### config.mk
export PLATFORM = sky130hd
export DESIGN_NAME = csa_alloc_seq
export DESIGN_NICKNAME = d
export VERILOG_FILES = /design/src/rtl/csa_pkg.sv /design/src/rtl/csa_pick.sv /design/src/rtl/csa_place.sv /design/src/rtl/csa_alloc_seq.sv
export SDC_FILE = /design/constraint.sdc
export NUM_CORES = 2
export LEC_CHECK = 0
export CORE_AREA = 2 2 244 426
export CTS_CLUSTER_DIAMETER = 50
export CTS_CLUSTER_SIZE = 30
export DETAILED_ROUTE_END_ITERATION = 12
export DIE_AREA = 0 0 246 428
export SYNTH_ARGS = -nofsm -noshare
export SYNTH_HDL_FRONTEND = slang
export SYNTH_SLANG_ARGS = --single-unit
### constraint.sdc
create_clock -name clk -period 7.53 [get_ports clk]
set_input_delay 1.1295 -clock clk [delete_from_list [all_inputs] [get_ports clk]]
set_output_delay 1.1295 -clock clk [all_outputs]
set_load 0.1 [all_outputs]
### src/rtl/csa_pkg.sv
package csa_pkg;
  parameter int ADDR_W    = 14;  // addresses counted in allocation units
  parameter int UNIT_LOG2 = 24;  // one unit is 16 MB

  typedef logic [ADDR_W-1:0] unit_t;

  localparam unit_t FOUR_G = unit_t'(64'd1 << (32 - UNIT_LOG2));

  typedef enum logic [2:0] {
    ST_IDLE, ST_NODE, ST_SCAN, ST_PLACE, ST_FIN
  } seq_state_t;

  // Would this bank run into the I/O window below 4 GB?
  function automatic logic crosses_window(unit_t top, unit_t sz, unit_t io_start);
    logic [ADDR_W:0] reach;
    reach = {1'b0, top} + {1'b0, sz};
    return (top != '0) && (top < FOUR_G) && (reach > {1'b0, io_start});
  endfunction

  function automatic unit_t size_mask(unit_t sz);
    return sz - unit_t'(1);
  endfunction

  // Local offset that lands a bank of this node at 4 GB.
  function automatic unit_t cs_offset(unit_t nbase);
    return FOUR_G - nbase;
  endfunction
endpackage

### src/rtl/csa_pick.sv
module csa_pick
  import csa_pkg::*;
#(
  parameter int BANKS = 8,
  localparam int IW = $clog2(BANKS)
) (
  input  logic                    clk,
  input  logic                    rst_n,
  input  logic                    go,
  input  logic [BANKS*ADDR_W-1:0] sizes,
  input  logic [BANKS-1:0]        used,
  output logic                    scan_done,
  output logic                    found,
  output logic [IW-1:0]           pick_idx,
  output unit_t                   pick_size
);
  logic          active;
  logic [IW-1:0] cnt;
  unit_t         cur;
  logic          better;

  always_comb begin
    cur    = sizes[cnt*ADDR_W +: ADDR_W];
    // strict compare keeps the lowest index among equal sizes
    better = (cur != '0) && !used[cnt] && (!found || (cur > pick_size));
  end

  always_ff @(posedge clk or negedge rst_n) begin
    if (!rst_n) begin
      active    <= 1'b0;
      cnt       <= '0;
      scan_done <= 1'b0;
      found     <= 1'b0;
      pick_idx  <= '0;
      pick_size <= '0;
    end else begin
      scan_done <= 1'b0;
      if (go) begin
        active    <= 1'b1;
        cnt       <= '0;
        found     <= 1'b0;
        pick_idx  <= '0;
        pick_size <= '0;
      end else if (active) begin
        if (better) begin
          found     <= 1'b1;
          pick_size <= cur;
          pick_idx  <= cnt;
        end
        if (cnt == IW'(BANKS - 1)) begin
          active    <= 1'b0;
          scan_done <= 1'b1;
        end
        cnt <= cnt + 1'b1;
      end
    end
  end

  AST_PICK_VALID: assert property (@(posedge clk) disable iff (!rst_n)
    (scan_done && found) |-> ((pick_size != '0) && !used[pick_idx]));
  AST_SCAN_STARTS: assert property (@(posedge clk) disable iff (!rst_n)
    go |=> (active && !scan_done));
endmodule

### src/rtl/csa_place.sv
module csa_place
  import csa_pkg::*;
(
  input  unit_t top,
  input  unit_t sz,
  input  unit_t io_start,
  input  unit_t node_base,
  input  unit_t next_base,
  output logic  hole,
  output logic  node_hoist,
  output logic  cs_hoist,
  output unit_t new_top,
  output unit_t new_node_base,
  output unit_t bank_base,
  output unit_t new_next,
  output unit_t mask
);
  always_comb begin
    hole          = crosses_window(top, sz, io_start);
    node_hoist    = hole && (node_base == top);
    cs_hoist      = hole && !node_hoist;
    new_node_base = node_hoist ? FOUR_G : node_base;
    if (cs_hoist)        bank_base = cs_offset(node_base);
    else if (node_hoist) bank_base = '0;
    else                 bank_base = next_base;
    new_next      = bank_base + sz;
    new_top       = (hole ? FOUR_G : top) + sz;
    mask          = size_mask(sz);
  end
endmodule

### src/rtl/csa_alloc_seq.sv
module csa_alloc_seq
  import csa_pkg::*;
#(
  parameter int NODES = 2,
  parameter int BANKS = 8,
  localparam int NW = (NODES > 1) ? $clog2(NODES) : 1,
  localparam int IW = $clog2(BANKS),
  localparam int CS = NODES * BANKS
) (
  input  logic                    clk,
  input  logic                    rst_n,
  input  logic                    start,
  input  logic [CS*ADDR_W-1:0]    bank_size,
  input  logic [ADDR_W-1:0]       io_low,
  output logic                    busy,
  output logic                    done,
  output logic [CS*ADDR_W-1:0]    cs_base,
  output logic [CS*ADDR_W-1:0]    cs_mask,
  output logic [CS-1:0]           cs_en,
  output logic [NODES*ADDR_W-1:0] node_base,
  output logic [ADDR_W-1:0]       tom_low,
  output logic [ADDR_W-1:0]       tom_high
);
  seq_state_t          state;
  logic [CS*ADDR_W-1:0] sizes_q;
  unit_t               io_q, top_q, next_q;
  logic [NW-1:0]       node_q;
  logic                low_seen;

  // named internal events
  logic                    go, place_fire, last_node;
  logic [BANKS*ADDR_W-1:0] node_sizes;
  logic [BANKS-1:0]        node_used;
  unit_t                   cur_nbase;
  logic                    scan_done, found;
  logic [IW-1:0]           pick_idx;
  unit_t                   pick_size;
  logic                    hole, node_hoist, cs_hoist;
  unit_t                   new_top, new_nbase, bank_base, new_next, mask;

  always_comb begin
    go         = (state == ST_NODE) || (state == ST_PLACE);
    place_fire = (state == ST_PLACE);
    last_node  = (node_q == NW'(NODES - 1));
    node_sizes = sizes_q[node_q*BANKS*ADDR_W +: BANKS*ADDR_W];
    node_used  = cs_en[node_q*BANKS +: BANKS];
    cur_nbase  = node_base[node_q*ADDR_W +: ADDR_W];
  end

  csa_pick #(.BANKS(BANKS)) u_pick (
    .clk(clk), .rst_n(rst_n), .go(go), .sizes(node_sizes), .used(node_used),
    .scan_done(scan_done), .found(found), .pick_idx(pick_idx), .pick_size(pick_size)
  );

  csa_place u_place (
    .top(top_q), .sz(pick_size), .io_start(io_q), .node_base(cur_nbase),
    .next_base(next_q), .hole(hole), .node_hoist(node_hoist), .cs_hoist(cs_hoist),
    .new_top(new_top), .new_node_base(new_nbase), .bank_base(bank_base),
    .new_next(new_next), .mask(mask)
  );

  always_ff @(posedge clk or negedge rst_n) begin
    if (!rst_n) begin
      state     <= ST_IDLE;
      sizes_q   <= '0;
      io_q      <= '0;
      top_q     <= '0;
      next_q    <= '0;
      node_q    <= '0;
      low_seen  <= 1'b0;
      busy      <= 1'b0;
      done      <= 1'b0;
      cs_base   <= '0;
      cs_mask   <= '0;
      cs_en     <= '0;
      node_base <= '0;
      tom_low   <= '0;
      tom_high  <= '0;
    end else begin
      done <= 1'b0;
      case (state)
        ST_IDLE: if (start) begin
          sizes_q   <= bank_size;
          io_q      <= io_low;
          top_q     <= '0;
          node_q    <= '0;
          low_seen  <= 1'b0;
          cs_base   <= '0;
          cs_mask   <= '0;
          cs_en     <= '0;
          node_base <= '0;
          tom_low   <= '0;
          tom_high  <= '0;
          busy      <= 1'b1;
          state     <= ST_NODE;
        end
        ST_NODE: begin
          node_base[node_q*ADDR_W +: ADDR_W] <= top_q;
          next_q <= '0;
          state  <= ST_SCAN;
        end
        ST_SCAN: if (scan_done) begin
          if (found)          state <= ST_PLACE;
          else if (last_node) state <= ST_FIN;
          else begin
            node_q <= node_q + 1'b1;
            state  <= ST_NODE;
          end
        end
        ST_PLACE: begin
          cs_base[(node_q*BANKS + pick_idx)*ADDR_W +: ADDR_W] <= bank_base;
          cs_mask[(node_q*BANKS + pick_idx)*ADDR_W +: ADDR_W] <= mask;
          cs_en[node_q*BANKS + pick_idx]                      <= 1'b1;
          node_base[node_q*ADDR_W +: ADDR_W]                  <= new_nbase;
          next_q <= new_next;
          top_q  <= new_top;
          if (hole) begin
            low_seen <= 1'b1;
            tom_low  <= top_q;
          end
          state <= ST_SCAN;
        end
        ST_FIN: begin
          if (low_seen) tom_high <= top_q;
          else          tom_low  <= top_q;
          done  <= 1'b1;
          busy  <= 1'b0;
          state <= ST_IDLE;
        end
        default: state <= ST_IDLE;
      endcase
    end
  end

  AST_DONE_ONE_CYCLE: assert property (@(posedge clk) disable iff (!rst_n)
    done |=> !done);
  AST_TOP_ADVANCES: assert property (@(posedge clk) disable iff (!rst_n)
    place_fire |=> (top_q > $past(top_q)));
  AST_ONE_MORE_BANK: assert property (@(posedge clk) disable iff (!rst_n)
    place_fire |=> ($countones(cs_en) == $countones($past(cs_en)) + 1));
  AST_HOLE_ONCE: assert property (@(posedge clk) disable iff (!rst_n)
    (place_fire && hole) |-> !low_seen);
  AST_CS_NOT_4G: assert property (@(posedge clk) disable iff (!rst_n)
    (place_fire && cs_hoist) |-> (pick_size != FOUR_G));
  AST_HIGH_ZERO: assert property (@(posedge clk) disable iff (!rst_n)
    (done && !low_seen) |-> (tom_high == '0));
  AST_START_IGNORED: assert property (@(posedge clk) disable iff (!rst_n)
    (busy && start) |=> $stable(sizes_q));
endmodule

# After elaboration in Yosys (flattened, before gate mapping)
# Cells that the tools add are included.
[classes]
addsub = 10
n_mul = 4
n_lt_le_gt_ge = 6
eq_ne = 12
shift = 10
mux = 59
n_bitwise = 1
reduce_logical = 34
[op_table]
columns = ["op", "n"]
rows = [
  ["one-hot mux 224 bit (2 select lines)", 2],
  ["bitwise mux 224 bit", 2],
  ["variable part select 14 x 34 -> 224 bit", 2],
  ["two-way mux 224 bit", 1],
  ["variable shift 14 x 34 -> 224 bit (first input constant)", 1],
  ["variable part select 224 x 9 -> 112 bit", 1],
  ["two-way mux 14 bit", 11],
  ["variable part select 112 x 8 -> 14 bit", 1],
  ["one-hot mux 14 bit (2 select lines)", 3],
  ["one-hot mux 28 bit (3 select lines)", 1],
  ["variable part select 14 x 34 -> 28 bit", 2],
  ["bitwise mux 28 bit", 2],
  ["one-hot mux 14 bit (3 select lines)", 1],
  ["negation 32 -> 34 bit", 1],
  ["negation 5 -> 34 bit", 1],
  ["variable shift 14 x 34 -> 28 bit (first input constant)", 1],
  ["multiplier 32 x 3 -> 31 bit (second input constant)", 1],
  ["one-hot mux 16 bit (2 select lines)", 1],
  ["adder 14 bit", 2],
  ["two-way mux 28 bit", 1],
  ["nonzero test 14 bit", 2],
  ["variable part select 28 x 6 -> 14 bit", 1],
  ["two-way mux 3 bit", 9],
  ["two-way mux 1 bit", 18],
  ["other kinds (37)", 68],
]
[word_totals]
register_bits = 816
inputBits = 241
output_inout_bits = 522
word_cells = 157

# Depth between registers and ports, before layout
[depth]
word_depth = 10
ltp_mapped = 33
ltp_nobuf = 31

# By module
# Synthesis repeated with hierarchy kept, for this count alone.
[hier_totals]
hier_cells = 4364
hier_area_um2 = 41838.9
[by_module_without_submodules]
columns = ["mod", "instances", "cells_each", "area_each_um2", "seq_area_each_um2"]
rows = [
  ["csa_alloc_seq", 1, 3689, 36358.6, 19844.0],
  ["csa_place", 1, 436, 3075.4, 0.0],
  ["csa_pick", 1, 239, 2404.8, 575.6],
]

# Worst setup path before layout
# OpenSTA, ideal clock, no wires.
[synth_path]
path_type = "reg2reg"
start = "register u_pick.pick_size[0]"
end = "register next_q[13]"
setup_ns = 0.136
t_arrival_ns = 6.513
required_time_ns = 7.394
slack_ns = 0.881
stages_incl_launch_ff = 29
n_path_buf = 2
synth_period_minus_slack_ns = 6.649
path_cell_list = "dfrtp_1 -> ha_1 -> fa_1 -> a211oi_1 -> o21ai_1 -> a41oi_1 -> o21bai_1 -> a21oi_1 -> xnor2_1 -> ha_1 -> nand3_1 -> or4_4 -> o211a_1 -> a211oi_2 -> a21oi_2 -> buf_6 -> buf_4 -> mux2_2 -> ha_1 -> a21o_1 -> a21o_1 -> a2111o_1 -> a31oi_1 -> o21bai_1 -> and2_1 -> o41ai_1 -> o21ai_0 -> xnor2_1 -> o21ai_0"
[synth_between]
elab_chain_cells = 9
word_cells_on_any_way = 10
cone_classes = "add/sub: 2; order compare: 1; mux: 3; reduce/logical: 4"
[synth_rtl]
columns = ["element", "line", "text"]
rows = [
  ["start: declaration", "csa_pick.sv:15", "output unit_t pick_size"],
  ["start signal: assignment", "csa_pick.sv:47", "pick_size <= cur;"],
  ["adder 14 x 14 -> 15 bit", "csa_pkg.sv:16", "reach = {1'b0, top} + {1'b0, sz};"],
  ["greater-than comparator 15 x 14 -> 1 bit", "csa_pkg.sv:17", "return (top != '0) && (top < FOUR_G) && (reach > {1'b0, io_start});"],
  ["logical AND 1 bit", "csa_pkg.sv:17", ""],
  ["logical AND 1 bit", "csa_place.sv:20", "node_hoist = hole && (node_base == top);"],
  ["logical NOT 1 bit", "csa_place.sv:21", "cs_hoist = hole && !node_hoist;"],
  ["logical AND 1 bit", "csa_place.sv:21", ""],
  ["two-way mux 14 bit", "csa_place.sv:23", "if (cs_hoist) bank_base = cs_offset(node_base);"],
  ["adder 14 bit *", "csa_place.sv:26", "new_next = bank_base + sz;"],
  ["one-hot mux 14 bit (2 select lines) *", "csa_alloc_seq.sv:81", "case (state)"],
  ["end signal: assignment", "csa_alloc_seq.sv:115", "next_q <= new_next;"],
  ["end: declaration", "csa_alloc_seq.sv:26", "unit_t io_q, top_q, next_q;"],
]
# Every way passes the cells marked *; elsewhere a longest branch is shown, timed or not.
# A chain may end at the register's enable or synchronous reset.

# Final worst setup path
[layout_path]
start = "register top_q[1]"
end = "register next_q[12]"
[layout_between]
elab_chain_cells = 9
word_cells_on_any_way = 14
cone_classes = "add/sub: 2; order compare: 2; eq/ne: 1; mux: 3; reduce/logical: 6"
[layout_rtl]
columns = ["element", "line", "text"]
rows = [
  ["start: declaration", "csa_alloc_seq.sv:26", ""],
  ["start signal: assignment", "csa_alloc_seq.sv:116", "top_q <= new_top;"],
  ["adder 14 x 14 -> 15 bit, or another cell as far along", "csa_pkg.sv:16", ""],
  ["greater-than comparator 15 x 14 -> 1 bit / logical AND 1 bit (equally long branches)", "csa_pkg.sv:17", ""],
  ["logical AND 1 bit", "csa_pkg.sv:17", ""],
  ["logical AND 1 bit", "csa_place.sv:20", ""],
  ["logical NOT 1 bit", "csa_place.sv:21", ""],
  ["logical AND 1 bit", "csa_place.sv:21", ""],
  ["two-way mux 14 bit *", "csa_place.sv:23", ""],
  ["adder 14 bit *", "csa_place.sv:26", ""],
  ["one-hot mux 14 bit (2 select lines) *", "csa_alloc_seq.sv:81", ""],
]
# Marked as above.

==> flow_summary.json <==
{
  "status": "complete, but fails checks",
  "violations": "max-slew violations",
  "ys_types": 91,
  "drive_above_1_share_pct": 8.65,
  "multi_input_area_um2": 18800,
  "synth_compound_area_share_pct": 14.3,
  "portBuffers": 762,
  "grt_util_all_layers_pct": 35.2,
  "layout_setup_ws_ns": 0.548,
  "final-setup-viol-count": 0,
  "max_slew_margin_pct": -0.360,
  "avgSynthCellArea_um2": 9.26,
  "worstReg2RegEnd": "next_q[12]",
  "clockBufferDepth": 3,
  "drt-total-wl_mm": 187,
  "layout_common_cells": "nand2_1, dfrtp_1, clkdlybuf4s50_1, o21ai_0, nand3_1",
  "grt_pass1_wl_mm": 268,
  "vias": 37424,
  "r2r_cells": 29,
  "netlist_area_um2": 40400,
  "yosysWarningCount": 0,
  "drtIter0Drc": 3023,
  "grt_max_degree": 222,
  "fp.dieW_um": 246,
  "max_stage_delay_ns": 0.57,
  "synth-edff-count": 0,
  "synth-simple-area-share_pct": 20.4,
  "timing.rr.start": "top_q[1]",
  "drc": 0,
  "final_common_cell": "nand2_1",
  "endpoint": "next_q[12]",
  "syn_nets": 4699,
  "wl_per_cell_um": 28.9,
  "synthAdderAreaFrac_pct": 2.98,
  "synth_top_area_share_pct": 50.5,
  "post-place-ws_ns": 0.435,
  "start_util_pct": 39.7,
  "grt_pass1_vias": 37026,
  "fin_crit_ns": 6.98,
  "worstSetupPathDepth": 29,
  "report.final.slew_viol_count": 2,
  "fillers": 9755,
  "hp-class": "flip-flop to flip-flop",
  "synth_ff_type": "dfrtp_1",
  "cpMaxStageDelayCell": "or4_4",
  "ys_seq_area_share_pct": 50.5,
  "first_pass_iters": 6,
  "synth-seq-cells": 816,
  "synth_top_family_by_area": "simple AND/OR/NAND/NOR gates",
  "synth_xor_area_share_pct": 1.80,
  "ant_nets": 0,
  "clock_latency_ns": 0.71,
  "placed_cell_area_um2": 50000,
  "max_freq_mhz": 143,
  "arrival_ns": 7.53,
  "nets": 5417,
  "maxCapViolations": 0,
  "clock-sinks": 816,
  "required_ns": 8.07,
  "yosysTopAreaCell": "dfrtp_1",
  "fp.dieH_um": 428,
  "fp.coreArea_um2": 102000,
  "tritoncts": "done",
  "finalHoldViolCount": 0,
  "numCtsBuffers": 57,
  "routed_via_density": 5.78,
  "cp-startpoint": "top_q[1]",
  "worst_pin_slew_ns": 1.51,
  "path_class": "flip-flop to flip-flop",
  "cp_top_family": "compound AO/OA/AOI/OAI gates",
  "critPathBufInv": 1,
  "h-tree-depth": 2,
  "grt_antenna_before_repair": 14,
  "clk_pin_slew_ns": 0.09,
  "crit_path_max_fanout": 20,
  "ctsHoldBuffers": 0,
  "cts-root-buf": "clkbuf_16",
  "grt_overflow": 0,
  "startpoint_type": "flip-flop",
  "postSynthCellCount": 4366,
  "ios": 763,
  "synthMuxAreaShare_pct": 6.77,
  "area_growth_syn_to_layout_pct": 29.4,
  "cp-end-kind": "flip-flop",
  "final_area_um2": 52300,
  "crit_top_cell": "a21o_1",
  "fin_setup_tns_ns": 0,
  "routabilityCongestion": 1.06,
  "timing.clock.skew_ns": 0.0308,
  "regToRegSetupSlack_ns": 0.55,
  "final.period_utilization_pct": 92.7,
  "synthTopCellsByArea": "dfrtp_1, nand2_1, o21ai_0",
  "rows": 155,
  "dieArea_um2": 105000,
  "finish.utilization_pct": 51.4,
  "dp_hpwl_mm": 144,
  "grt_setup_unrepaired": "no",
  "async_flop_share_pct": 100,
  "regArea_um2": 20400
}
timing repair:
item	CTS	global route
gates resized for setup	0	1
setup endpoints to repair	0	1
buffers inserted	0	0
flip-flops by register name (all words and copies together) (netlist names), 3 cells and up:
signal and count:
top_q 14, state 3, u_pick.cnt 3, cs_mask 224
u_pick.pick_size 14, next_q 14, sizes_q 224, cs_base 224
tom_low 14, u_pick.pick_idx 3, tom_high 14, cs_en 16
io_q 14, node_base 28
worst min-delay path, cell delays in order (launching register included):
cell and delay, ns:
dfrtp_1 0.35, nand2_1 0.05, nand2_1 0.05
metal layers:
layer / part of all wire (%) / GRT usage (%) / up-vias
li1: - / - / 16831
met1: 33 / 36.1 / 18301
met2: 49 / 59.8 / 1704
met3: 7.8 / 9.36 / 576
met4: 9.7 / 28.5 / 12
met5: 0.042 / 0 / -
how the worst min path moves through the flow:
stage                     cells after the start  slack (ns)          from      endpoint
after floorplan                               2        0.43     next_q[0]     next_q[0]
after global placement                        2        0.45   sizes_q[70]   sizes_q[70]
after detailed placement                      2        0.46  sizes_q[214]  sizes_q[214]
after CTS                                     2        0.48  sizes_q[103]  sizes_q[103]
after global routing                          2        0.50  sizes_q[180]  sizes_q[180]
final                                         2        0.47  sizes_q[214]  sizes_q[214]
area by class of cell:
class,instances,area share [%]
Multi-Input combinational cell,3228,36.0
Inverter,62,0.445
Tap cell,1334,3.19
Clock inverter,49,1.47
Antenna cell,8,0.0383
Clock buffer,59,2.80
Timing Repair Buffer,919,17.0
Sequential cell,816,39.1
cells in the mapped netlist (47+ instances only):
cell type,instances
nand2_1,1040
dfrtp_1,816
o21ai_0,483
nand3_1,474
nor2_1,246
clkbuf_1,213
a21oi_1,125
ha_1,85
mux4_2,81
mux2i_1,69
inv_1,59
xnor2_1,56
a22oi_1,53
nor3_1,47
through the flow:
step | hold slack (ns) | cells
CTS | 0.481 | 6466
floorplan | 0.435 | 4366
global route | 0.495 | 6469
detailed placement | 0.458 | 6358
global placement | 0.452 | 6358
finish | 0.475 | 6475
kinds of logic after synthesis:
group | Yosys count
AND/OR/NAND/NOR | 1929
adder cells (fa/ha/maj) | 92
AO/OA/AOI/OAI | 960
buffers and inverters | 322
flip-flops | 816
multiplexers | 167
XOR/XNOR | 80
Power is not shown: default switching activity piles up to over one toggle a cycle in this logic, so the estimate is an artifact.
